==> src/rtl/sram_ctl_pkg.sv <==
package sram_ctl_pkg;
  typedef enum logic [3:0] {
    CYC_DESEL      = 4'd0,
    CYC_DESEL_CONT = 4'd1,
    CYC_READ       = 4'd2,
    CYC_READ_CONT  = 4'd3,
    CYC_WRITE      = 4'd4,
    CYC_WRITE_CONT = 4'd5,
    CYC_SLEEP      = 4'd6,
    CYC_DUMMY      = 4'd7,
    CYC_DUMMY_CONT = 4'd8
  } cyc_e;

  typedef enum logic [1:0] {
    K_DESEL = 2'd0,
    K_READ  = 2'd1,
    K_WRITE = 2'd2
  } kind_e;
endpackage

==> src/rtl/sram_sleep_sync.sv <==
module sram_sleep_sync #(
  parameter int REC_CYCLES = 2
) (
  input  logic clk_i,
  input  logic rst_ni,
  input  logic sleep_i,
  output logic asleep_o,
  output logic lockout_o
);
  localparam int RW = $clog2(REC_CYCLES + 1) < 1 ? 1 : $clog2(REC_CYCLES + 1);
  localparam logic [RW-1:0] REC_LOAD = RW'(REC_CYCLES);

  logic s1_q, s2_q;
  logic [RW-1:0] rec_q;

  always_ff @(posedge clk_i or negedge rst_ni) begin
    if (!rst_ni) begin
      s1_q  <= 1'b0;
      s2_q  <= 1'b0;
      rec_q <= '0;
    end else begin
      s1_q <= sleep_i;
      s2_q <= s1_q;
      if (s2_q && !s1_q)    rec_q <= REC_LOAD;
      else if (rec_q != '0) rec_q <= rec_q - 1'b1;
    end
  end

  assign asleep_o  = s2_q;
  assign lockout_o = (rec_q != '0);
endmodule

==> src/rtl/sram_burst_addr.sv <==
module sram_burst_addr #(
  parameter int AW = 4,
  parameter int BB = 2
) (
  input  logic          clk_i,
  input  logic          rst_ni,
  input  logic          load_i,
  input  logic          step_i,
  input  logic          lin_i,
  input  logic [AW-1:0] addr_i,
  output logic [AW-1:0] eff_addr_o
);
  logic [AW-1:0] base_q;
  logic [BB-1:0] cnt_q, cnt_nxt, lo;

  assign cnt_nxt = cnt_q + 1'b1;
  assign lo = lin_i ? (base_q[BB-1:0] + cnt_nxt) : (base_q[BB-1:0] ^ cnt_nxt);

  always_comb begin
    if (load_i) eff_addr_o = addr_i;
    else        eff_addr_o = {base_q[AW-1:BB], lo};
  end

  always_ff @(posedge clk_i or negedge rst_ni) begin
    if (!rst_ni) begin
      base_q <= '0;
      cnt_q  <= '0;
    end else if (load_i) begin
      base_q <= addr_i;
      cnt_q  <= '0;
    end else if (step_i) begin
      cnt_q  <= cnt_nxt;
    end
  end
endmodule

==> src/rtl/sram_byte_store.sv <==
module sram_byte_store #(
  parameter int AW    = 4,
  parameter int LANES = 4,
  parameter int LW    = 8
) (
  input  logic                clk_i,
  input  logic                we_i,
  input  logic [LANES-1:0]    be_i,
  input  logic [AW-1:0]       addr_i,
  input  logic [LANES*LW-1:0] wdata_i,
  output logic [LANES*LW-1:0] rdata_o
);
  localparam int DEPTH = 1 << AW;

  for (genvar g = 0; g < LANES; g++) begin : g_lane
    logic [LW-1:0] mem [DEPTH];
    always_ff @(posedge clk_i) begin
      if (we_i && be_i[g]) mem[addr_i] <= wdata_i[g*LW +: LW];
    end
    assign rdata_o[g*LW +: LW] = mem[addr_i];
  end
endmodule

==> src/rtl/sram_sleep_ctl.sv <==
module sram_sleep_ctl
  import sram_ctl_pkg::*;
#(
  parameter int AW         = 4,
  parameter int LANES      = 4,
  parameter int LW         = 8,
  parameter int REC_CYCLES = 2
) (
  input  logic                clk_i,
  input  logic                rst_ni,
  input  logic                sleep_i,
  input  logic                clk_en_i,
  input  logic                ce_i,
  input  logic                adv_i,
  input  logic                wr_i,
  input  logic [LANES-1:0]    bw_i,
  input  logic                oe_i,
  input  logic                lin_order_i,
  input  logic [AW-1:0]       addr_i,
  input  logic [LANES*LW-1:0] wdata_i,
  output logic [LANES*LW-1:0] rdata_o,
  output logic                dq_oe_o,
  output logic [3:0]          cycle_o,
  output logic                sleep_o,
  output logic                err_o
);
  localparam int DW = LANES * LW;

  logic asleep, lockout;
  logic do_load, do_step, mem_we, rd_en, err_nxt;
  cyc_e  cyc_q, cyc_nxt;
  kind_e kind_q, kind_nxt;
  logic [AW-1:0] eff_addr;
  logic [DW-1:0] mem_rdata, rdata_q;
  logic err_q;

  sram_sleep_sync #(.REC_CYCLES(REC_CYCLES)) u_sleep (
    .clk_i, .rst_ni, .sleep_i,
    .asleep_o (asleep),
    .lockout_o(lockout)
  );

  always_comb begin
    cyc_nxt  = cyc_q;
    kind_nxt = kind_q;
    do_load  = 1'b0;
    do_step  = 1'b0;
    err_nxt  = 1'b0;
    if (asleep) begin
      cyc_nxt  = CYC_SLEEP;
      kind_nxt = K_DESEL;
    end else if (lockout) begin
      err_nxt  = ce_i;
      kind_nxt = K_DESEL;
      cyc_nxt  = adv_i ? CYC_DESEL_CONT : CYC_DESEL;
    end else if (clk_en_i) begin
      if (!adv_i) begin
        do_load = 1'b1;
        if (ce_i) begin
          kind_nxt = wr_i ? K_WRITE : K_READ;
          cyc_nxt  = wr_i ? CYC_WRITE : CYC_READ;
        end else begin
          kind_nxt = K_DESEL;
          cyc_nxt  = CYC_DESEL;
        end
      end else begin
        do_step = 1'b1;
        unique case (kind_q)
          K_READ:  cyc_nxt = CYC_READ_CONT;
          K_WRITE: cyc_nxt = CYC_WRITE_CONT;
          default: cyc_nxt = CYC_DESEL_CONT;
        endcase
      end
    end
  end

  assign mem_we = (do_load | do_step) && (kind_nxt == K_WRITE);
  assign rd_en  = (do_load | do_step) && (kind_nxt == K_READ);

  sram_burst_addr #(.AW(AW), .BB(2)) u_addr (
    .clk_i, .rst_ni,
    .load_i    (do_load),
    .step_i    (do_step),
    .lin_i     (lin_order_i),
    .addr_i    (addr_i),
    .eff_addr_o(eff_addr)
  );

  sram_byte_store #(.AW(AW), .LANES(LANES), .LW(LW)) u_store (
    .clk_i,
    .we_i   (mem_we),
    .be_i   (bw_i),
    .addr_i (eff_addr),
    .wdata_i(wdata_i),
    .rdata_o(mem_rdata)
  );

  always_ff @(posedge clk_i or negedge rst_ni) begin
    if (!rst_ni) begin
      cyc_q   <= CYC_DESEL;
      kind_q  <= K_DESEL;
      rdata_q <= '0;
      err_q   <= 1'b0;
    end else begin
      cyc_q  <= cyc_nxt;
      kind_q <= kind_nxt;
      err_q  <= err_nxt;
      if (rd_en) rdata_q <= mem_rdata;
    end
  end

  // oe_i is asynchronous: it gates only the registered read classification
  always_comb begin
    cycle_o = cyc_q;
    if (!oe_i && cyc_q == CYC_READ)      cycle_o = CYC_DUMMY;
    if (!oe_i && cyc_q == CYC_READ_CONT) cycle_o = CYC_DUMMY_CONT;
  end

  assign dq_oe_o = oe_i && (cyc_q == CYC_READ || cyc_q == CYC_READ_CONT);
  assign rdata_o = rdata_q;
  assign sleep_o = asleep;
  assign err_o   = err_q;
endmodule

==> config.mk <==
export PLATFORM = sky130hd
export DESIGN_NAME = sram_sleep_ctl
export DESIGN_NICKNAME = d
export VERILOG_FILES = /design/src/rtl/sram_ctl_pkg.sv /design/src/rtl/sram_sleep_sync.sv /design/src/rtl/sram_burst_addr.sv /design/src/rtl/sram_byte_store.sv /design/src/rtl/sram_sleep_ctl.sv
export SDC_FILE = /design/constraint.sdc
export NUM_CORES = 1
export LEC_CHECK = 0
export BUFFER_PORTS_ARGS = -buffer_cell sky130_fd_sc_hd__buf_2
export CAP_MARGIN = 30
export CORE_UTILIZATION = 45
export CTS_CLUSTER_SIZE = 28
export DETAILED_ROUTE_END_ITERATION = 12
export PLACE_DENSITY = 0.66
export SYNTH_ARGS = -nofsm -noshare
export SYNTH_HDL_FRONTEND = slang
export SYNTH_SLANG_ARGS = --single-unit
==> constraint.sdc <==
create_clock -name clk_i -period 2.55 [get_ports clk_i]
set_input_delay 0 -clock clk_i [delete_from_list [all_inputs] [get_ports clk_i]]
set_output_delay 0 -clock clk_i [all_outputs]
set_load 0.01 [all_outputs]
==> results of run 1 <==
[synthesized netlist by cell type (all sizes together) (6+ instances only)]
library cell  count
o21ai             6
mux2i           165
a32oi            30
and2              7
buf              48
a41oi            17
nand2           223
a31oi            34
dfrtp            48
nand3            36
edfxtp          512
clkbuf           25
mux4             47
nor2            102
[through the flow]
| stage | setup WS [ps] | TNS (ps) |
|---|---|---|
| finish | -29.79 | -111.4 |
| detailed placement | -109.9 | -2520 |
| global route | -118.8 | -1915 |
| floorplan | -121.7 | -28180 |
| CTS | -42.88 | -224.1 |
| global placement | -104.2 | -1056 |
[state kept, by name, indices dropped and copies added, names as in the netlist]
signal              cells
rdata_o                32
u_sleep.s1_q            1
u_addr.cnt_q            2
u_store.g_lane.mem    512
kind_q                  2
u_sleep.asleep_o        1
u_sleep.rec_q           2
u_addr.base_q           4
err_o                   1
cyc_q                   3
[cell families (layout without fill, tap and decap cells)]
kind of cell	after synthesis	count (layout)	synth area share, %
xor gates and xnor gates	4	4	0.2199
buffers and inverters	78	430	2.199
DFF	560	560	74.68
and+or+nand+nor	388	388	7.171
adders and majority gates	2	2	0.1127
muxes	213	213	12.32
AOI/OAI and AO/OA	98	98	3.298
[worst reg2reg max path: stages (launching register included)]
cell and delay, ps:
sky130_fd_sc_hd__dfrtp_1 400, sky130_fd_sc_hd__inv_2 70, sky130_fd_sc_hd__ha_4 130, sky130_fd_sc_hd__and4bb_4 260, sky130_fd_sc_hd__mux2i_4 310, sky130_fd_sc_hd__buf_12 190
sky130_fd_sc_hd__buf_4 130, sky130_fd_sc_hd__buf_12 120, sky130_fd_sc_hd__buf_12 140, sky130_fd_sc_hd__mux4_2 500, sky130_fd_sc_hd__nand2_2 80, sky130_fd_sc_hd__a41oi_2 110
[layout by cell type, fill, tap and decap left out, types with 40 or more instances in the layout]
cell type,instances
sky130_fd_sc_hd__edfxtp_1,512
sky130_fd_sc_hd__nor2_4,40
sky130_fd_sc_hd__mux2i_1,157
sky130_fd_sc_hd__dlygate4sd3_1,45
sky130_fd_sc_hd__clkbuf_16,62
sky130_fd_sc_hd__dfrtp_1,48
sky130_fd_sc_hd__nor2_1,48
sky130_fd_sc_hd__buf_2,87
sky130_fd_sc_hd__mux4_2,47
sky130_fd_sc_hd__nand2_1,209
sky130_fd_sc_hd__buf_12,68
sky130_fd_sc_hd__buf_4,84
[metal layers]
metal  up-vias  global-route usage, %  routed length (um)
met1      6589                  28.19               22600
met3        83                  3.935                3212
met4         2                  7.004                1201
met2       394                  34.66               26160
met5         -                      0                  17
li1       5773                      -                   -
[where the power goes]
| group | internal [uW] | leakage (uW) | switching, uW |
|---|---|---|---|
| clock | 4920 | 0.000915 | 3370 |
| combinational | 7960 | 0.00394 | 8940 |
| sequential | 10300 | 0.00521 | 257 |
| total | 23200 | 0.0101 | 12600 |
[repair_timing]
item / CTS / global route
setup buffers: 12 / 20
gates cloned: 3 / 7
gates resized for setup: 39 / 68
hold buffers: 45 / 0
endpoints found under the setup margin: 146 / 507
pin swaps: 10 / 26
hold endpoints to repair: 573 / 0
[cell type report]
cell class	instances	share of cell area [%]
Multi-Input combinational cell	705	20.36
Tap cell	664	2.906
Sequential cell	560	57.98
Clock inverter	22	0.9847
Inverter	5	0.06565
Timing Repair Buffer	321	12.15
Clock buffer	82	5.558
[worst paths after layout]
path	cells past startpoint	to	slack [ps]	from
hold / removal	5	u_addr.base_q[1]$_DFFE_PN0P_	70	clk_en_i
hold reg to reg	0	u_sleep.asleep_o$_DFF_PN0_	380	u_sleep.s1_q$_DFF_PN0_
setup / recovery	11	rdata_o[25]$_DFFE_PN0P_	-30	u_sleep.rec_q[0]$_DFFE_PN0P_
setup reg to reg	11	rdata_o[25]$_DFFE_PN0P_	-30	u_sleep.rec_q[0]$_DFFE_PN0P_
max in group asynchronous	3	rdata_o[9]$_DFFE_PN0P_	1890	rst_ni
min in group asynchronous	3	rdata_o[5]$_DFFE_PN0P_	130	rst_ni
==> results.md, run 1 <==
Layout:
- Measured on the finished design, the core utilization comes to 58.65%.
- The number of nets in the layout is 1699.
- The share of cells above drive strength 1 is 31.09%.
- The sequential cells in the finished layout cover a total of 16580 um^2.
- The total non-filler cell area in the finished layout is 28590 um^2.
- Excluding fillers, the count of instances in the completed layout stands at 2359.
- The antenna cell count is 0.
- The area added between synthesis and finish is 28.81%.
- Summing all multi-input logic gate instances after layout gives 5819 um^2.
- The layout filler cell count is 3606.

Timing:
- The number of max-slew violations in the final report came to 0.
- The tightest hold path in the finished design has a slack of 70.32 ps.
- In the finished design, the share of the clock period the worst path needs comes to 101.2%.
- The total count of hold-check failures in the final report is 0.
- The clock skew after layout is 28.21 ps.
- The worst-margin pin slew is 812.8 ps.
- The headroom to the max-slew limit is 45.81%.
- Setup repair after global routing could not meet its margin everywhere.
- The final setup violation count is 8.
- Derived from the worst setup path, the maximum achievable clock frequency is 387.6 MHz.
- The post-layout minimum cycle time is 2580 ps.
- The worst-case setup margin in the final layout is -29.79 ps.

Outcome:
- The run finished, with violations left.
- The checks that failed: negative setup slack.

Synthesis:
- The fraction of synthesis flops using an asynchronous set or reset pin is 8.571%.
- The number of distinct library cell variants in the gate-level netlist after synthesis is 38.
- The synthesized cell area is 22200 um^2.
- The synthesized design contains 512 enable-type register cells.
- The most area-hungry cell type in the Yosys netlist is sky130_fd_sc_hd__edfxtp_1.
- Averaged over all synthesized cells, the footprint is 16.53 um^2.
- The area share of the leading cell type in the synthesized netlist is 69.27%.
- The most used flip-flop cell after synthesis is sky130_fd_sc_hd__edfxtp_1.
- The synthesized design contains 560 register bits.
- The synthesis warning total is 0.
- Sorting the synthesized cells by area gives the leading types as sky130_fd_sc_hd__edfxtp_1 69%, sky130_fd_sc_hd__mux2i_1 7.4%, sky130_fd_sc_hd__dfrtp_1 5.4%.
- After technology mapping, the gate count stands at 1343.
- Sequential cells were found to cover 74.68% of the synthesized design area.
- The number of nets in the synthesized netlist is 1394.

Critical path:
- STA classifies the critical path endpoint as a register.
- The longest individual stage delay on the worst path is 500 ps.
- The slowest library cell on the worst path is sky130_fd_sc_hd__mux4_2.
- The cell type group with the largest total delay on the critical path is multiplexers.
- The largest fanout on the critical path is 8.
- The startpoint type of the worst setup path is a register.
- The critical path goes through inv_2 -> ha_4 -> and4bb_4 -> mux2i_4 -> buf_12 -> buf_4 -> buf_12 -> buf_12 -> mux4_2 -> nand2_2 -> a41oi_2.
- The critical path in this run is classified as register to register.
- The buffering stage count on the worst path with inverters included is 5.
- The critical path data required time is 3000 ps.
- The arrival time of data at the critical path endpoint is 3030 ps.
- In this design, the critical path's most frequently occurring cell is sky130_fd_sc_hd__buf_12.

Route:
- For this block, the initial DRC count from the detailed router was 1067.
- The total wire length is 53190 um.
- The first TritonRoute pass finished after 6 iterations.
- The remaining number of nets flagged by the antenna check after routing is 0.
- The average vias per placed instance is 5.443.
- Across all layers, the routed design uses 12840 vias.
- The DRC violations left is 0.
- In the final routed layout, each cell accounts on average for 22.55 um.

Global route:
- The via count of the first global-routing pass is 13190.
- The maximum number of pins on one net before global-route repair is 49.
- The initial antenna violation count is 1.
- Summed over all layers, the global routing overflow is 0.
- The total global routing track utilization is 21.04%.
- The first global-routing pass estimated 78600 um of wire.

Pwr:
- The worst ir drop on vdd is 0.9349 mV.
- The design draws 35800 uW.
- Dividing total power by cell area gives a power density of 1252 nW/um^2.
- The analysis attributes to cell leakage a power of 0.01007 uW.

Placed design:
- Once detailed placement completed, the half-perimeter wirelength came to 32150 um.
- During placement, the flow inserted port buffers numbering 87.
- Once placement finished, the instance area stood at 25290 um^2.
- The number of cells after detailed placement is 2171.
- The congestion estimate from routability-driven global placement came to 0.7931.

Clock network:
- The total clock sinks is 560.
- The longest clock path from root to sink contains 3 buffers.
- The clock root buffer master is sky130_fd_sc_hd__clkbuf_16.
- The H-tree depth is 2.
- At the later pin of the worst-skew pair, clock insertion delay measures 610 ps.
- Buffers inserted during clock tree synthesis total 55.
- The TritonCTS clock tree is built.
- After clock tree synthesis, the clock-pin slew on the worst setup and hold paths is 60 ps.

Die:
- The width of the chip is 224.1 um.
- The floorplan has 81 rows.
- The floorplan step set the die height to 224.1 um.
- The number of top-level pins is 88.
- The core region area is 48750 um^2.
- The area of the die is 50210 um^2.
- The starting density of the core is 45.53%.

Job:
- Across the run, the number of max-cap violations was 0.

Worst hold path:
- The path class of the lowest-slack min-delay path is primary input to register.
Note: power is estimated with default switching activity, not from simulation.
==> run 2: changes to the inputs <==
- CORE_MARGIN: unset -> 2
- PLACE_DENSITY: 0.66 -> 0.64
- SKIP_CTS_REPAIR_TIMING: unset -> 1
- clock period: 2.55 -> 2.6 ns (I/O delays scaled with it)
==> run 2 against run 1 <==
Against the previous run: the run still ends with negative setup slack left; design area fell by 3.3%; core utilization fell by 2.1 points; flip-flop and latch count did not move; register-to-register slack improved by 20 ps; combinational power fell by 9%; global-route usage fell by 0.68 points; routed wire length barely moved; sequential share of layout area rose by 2.0 points; highest routed layer is now met4.
==> results.md, run 2 (synthesized netlist as in run 1, its figures left out) <==
Die:
- In this run the standard cell core region covers 48850 um^2.
- Once the floorplan was initialized, standard cells occupied 45.44% of the core.
- Measured along the y axis, the die boundary spans 226.1 um.
- The site row count is 81.
- For this design the top-level I/O count stands at 88.
- The die covers 51110 um^2.
- The width of the chip is 226.1 um.

Route:
- The number of violations reported at the end of detailed-routing iteration 0 is 1068.
- In the final routed layout, each cell accounts on average for 22.59 um.
- The count of nets left with antenna violations once routing finished came out at 0.
- The total number of vias is 12670.
- The number of iterations in the first detailed-routing pass is 5.
- Dividing the detail-routed via count by the number of cells gives 5.381.
- The DRC violations left is 0.
- The total wire length is 53180 um.

Timing:
- The final setup violation count is 1.
- The total count of hold-check failures in the final report is 0.
- The number of max-slew violations in the final report is 0.
- The clock skew after layout is 18.69 ps.
- For the pin with the worst max-slew slack, the measured transition is 803.1 ps.
- The final cycle utilization of the critical path is 100.5%.
- Setup repair after global routing could not meet its margin everywhere.
- For the final routed database, the setup TNS stands at -13.91 ps.
- The worst-case setup margin in the final layout is -13.91 ps.
- The final hold slack is 20.95 ps.
- The post-layout minimum cycle time is 2614 ps.
- The headroom to the max-slew limit is 46.46%.
- The maximum frequency from static timing analysis is 382.6 MHz.

Clock network:
- The clock root buffer master is sky130_fd_sc_hd__clkbuf_16.
- The TritonCTS clock tree is built.
- The H-tree depth is 2.
- The maximum clock path buffer count is 3.
- The number of buffers inserted during clock tree synthesis is 57.
- The latest clock arrival within the worst-skew pair is 610 ps.
- After clock tree synthesis, the clock-pin slew on the worst setup and hold paths is 70 ps.
- The total clock sinks is 560.

Layout:
- The most frequent standard cell in the layout excluding fill and tap cells is sky130_fd_sc_hd__edfxtp_1.
- The register ranked first by flip-flop count is u_store.g_lane.mem.
- Summing all multi-input logic gate instances after layout gives 5454 um^2.
- In the layout the commonest cells are 512 x sky130_fd_sc_hd__edfxtp_1, 220 x sky130_fd_sc_hd__nand2_1, 162 x sky130_fd_sc_hd__mux2i_1, 120 x sky130_fd_sc_hd__buf_4, 87 x sky130_fd_sc_hd__buf_2.
- Relative to the synthesized area, the layout overhead comes to 24.56%.
- The repair_antennas step left the layout with diodes totalling 0.
- The share of cells above drive strength 1 is 27.34%.
- Registers take 16580 um^2.
- The number of flip-flops under the largest register name is 512.
- The total non-filler cell area in the finished layout is 27650 um^2.
- In the final design database the tool counted 1692 nets.
- The layout filler cell count is 3864.

Pwr:
- Power spread over the standard cell area amounts to 1216 nW/um^2.
- In this run the static leakage power is 0.009892 uW.
- The worst ir drop on vdd is 1.310 mV.

Placed design:
- At the end of routability-driven placement, the weighted congestion stood at 0.7932.
- After legalization and detailed placement, the total HPWL measured 32730 um.
- The count of buffers added on input and output ports is 87.
- Once placement finished, the instance area stood at 24660 um^2.

Critical path:
- The most numerous cell type found on the critical path is sky130_fd_sc_hd__buf_12.
- The largest single stage delay on the critical path is 520 ps.
- STA classifies the critical path startpoint as a register.
- At the worst endpoint, the required time is 3080 ps.
- The arrival time of data at the critical path endpoint is 3100 ps.
- The class of the most critical setup path is register to register.
- Counting both buffers and inverters, the worst setup path holds a total of 3.
- The slowest stage of the critical path is the sky130_fd_sc_hd__mux4_2 cell.
- The worst setup path is captured at a register.
- Traced cell by cell, the critical path runs through inv_2 -> ha_4 -> and4bb_4 -> mux2i_4 -> buf_12 -> buf_12 -> mux4_2 -> a32oi_2 -> a31oi_1.
- Among cell families on the critical path, the largest total delay comes from multiplexers.
- The largest fanout on the critical path is 11.

Global route:
- The via count of the first global-routing pass came to 12530.
- The overflow left after global routing is 0.
- The initial antenna violation count is 0.
- The total global routing track utilization is 20.36%.
- The wire length of the first global-routing pass is 76470 um.
- The maximum number of pins on one net before global-route repair is 51.

Job:
- Across the run, the number of max-cap violations was 0.

Outcome:
- The flow ran to the end, but the final reports show violations.
- The checks that failed: negative setup slack.

Worst hold path:
- The path class of the lowest-slack min-delay path is primary input to async pin.
==> run 2: cell count changes in the layout (fill, tap and decap cells not counted), moves of 8 or more <==
| cell | change |
|---|---|
| sky130_fd_sc_hd__buf_12 | -29 |
| sky130_fd_sc_hd__buf_4 | +36 |
| sky130_fd_sc_hd__buf_6 | -13 |
| sky130_fd_sc_hd__clkbuf_8 | -8 |
| sky130_fd_sc_hd__clkinv_1 | +10 |
| sky130_fd_sc_hd__clkinv_2 | +9 |
| sky130_fd_sc_hd__nand2_1 | +11 |
| sky130_fd_sc_hd__nand2_2 | -10 |
| sky130_fd_sc_hd__nor2_1 | +28 |
| sky130_fd_sc_hd__nor2_2 | +10 |
| sky130_fd_sc_hd__nor2_4 | -38 |
==> run 2: layout make-up <==
type | count | share of cell area (%)
clock buffers | 71 | 5.539
clock inverters | 37 | 1.009
inverters | 5 | 0.06789
multi-input cells | 706 | 19.73
flip-flops and latches | 560 | 59.96
well taps | 664 | 3.005
repair buffers | 311 | 10.69
==> run 2: path summary, 6_finish.rpt <==
path	end	cells after the start	slack, ps	startpoint
max in group asynchronous	rdata_o[8]$_DFFE_PN0P_	3	1910	rst_ni
hold / removal	rdata_o[26]$_DFFE_PN0P_	2	20	rst_ni
setup reg to reg	rdata_o[26]$_DFFE_PN0P_	9	-10	u_sleep.rec_q[1]$_DFFE_PN0P_
setup / recovery	rdata_o[26]$_DFFE_PN0P_	9	-10	u_sleep.rec_q[1]$_DFFE_PN0P_
min in group clk_i	u_sleep.s1_q$_DFF_PN0_	2	40	sleep_i
hold reg to reg	u_sleep.asleep_o$_DFF_PN0_	0	430	u_sleep.s1_q$_DFF_PN0_
==> run 2: stage by stage <==
stage,cells,setup slack (ps),util (%),total power (uW)
2_1_floorplan,1343,-106.1,-,19090
3_3_place_gp,2160,-122.9,50.48,23380
3_5_place_dp,2160,-158.3,50.48,23450
4_1_cts,2268,-171.1,54.19,31390
5_1_grt,2354,-91.48,56.60,35150
6_report,2354,-13.91,56.60,33610
==> run 2: routing by layer <==
layer	up-vias	routed length (um)	global-route usage (%)
met3	83	3305	4.450
met2	381	25570	32.68
met1	6465	23290	28.17
met5	-	0	0
li1	5738	-	-
met4	0	1000	5.772
==> run 2: where the power goes <==
part           total, uW  switching, uW  internal (uW)
sequential         10400            250          10100
combinational      15300           8220           7110
clock               7890           3330           4560
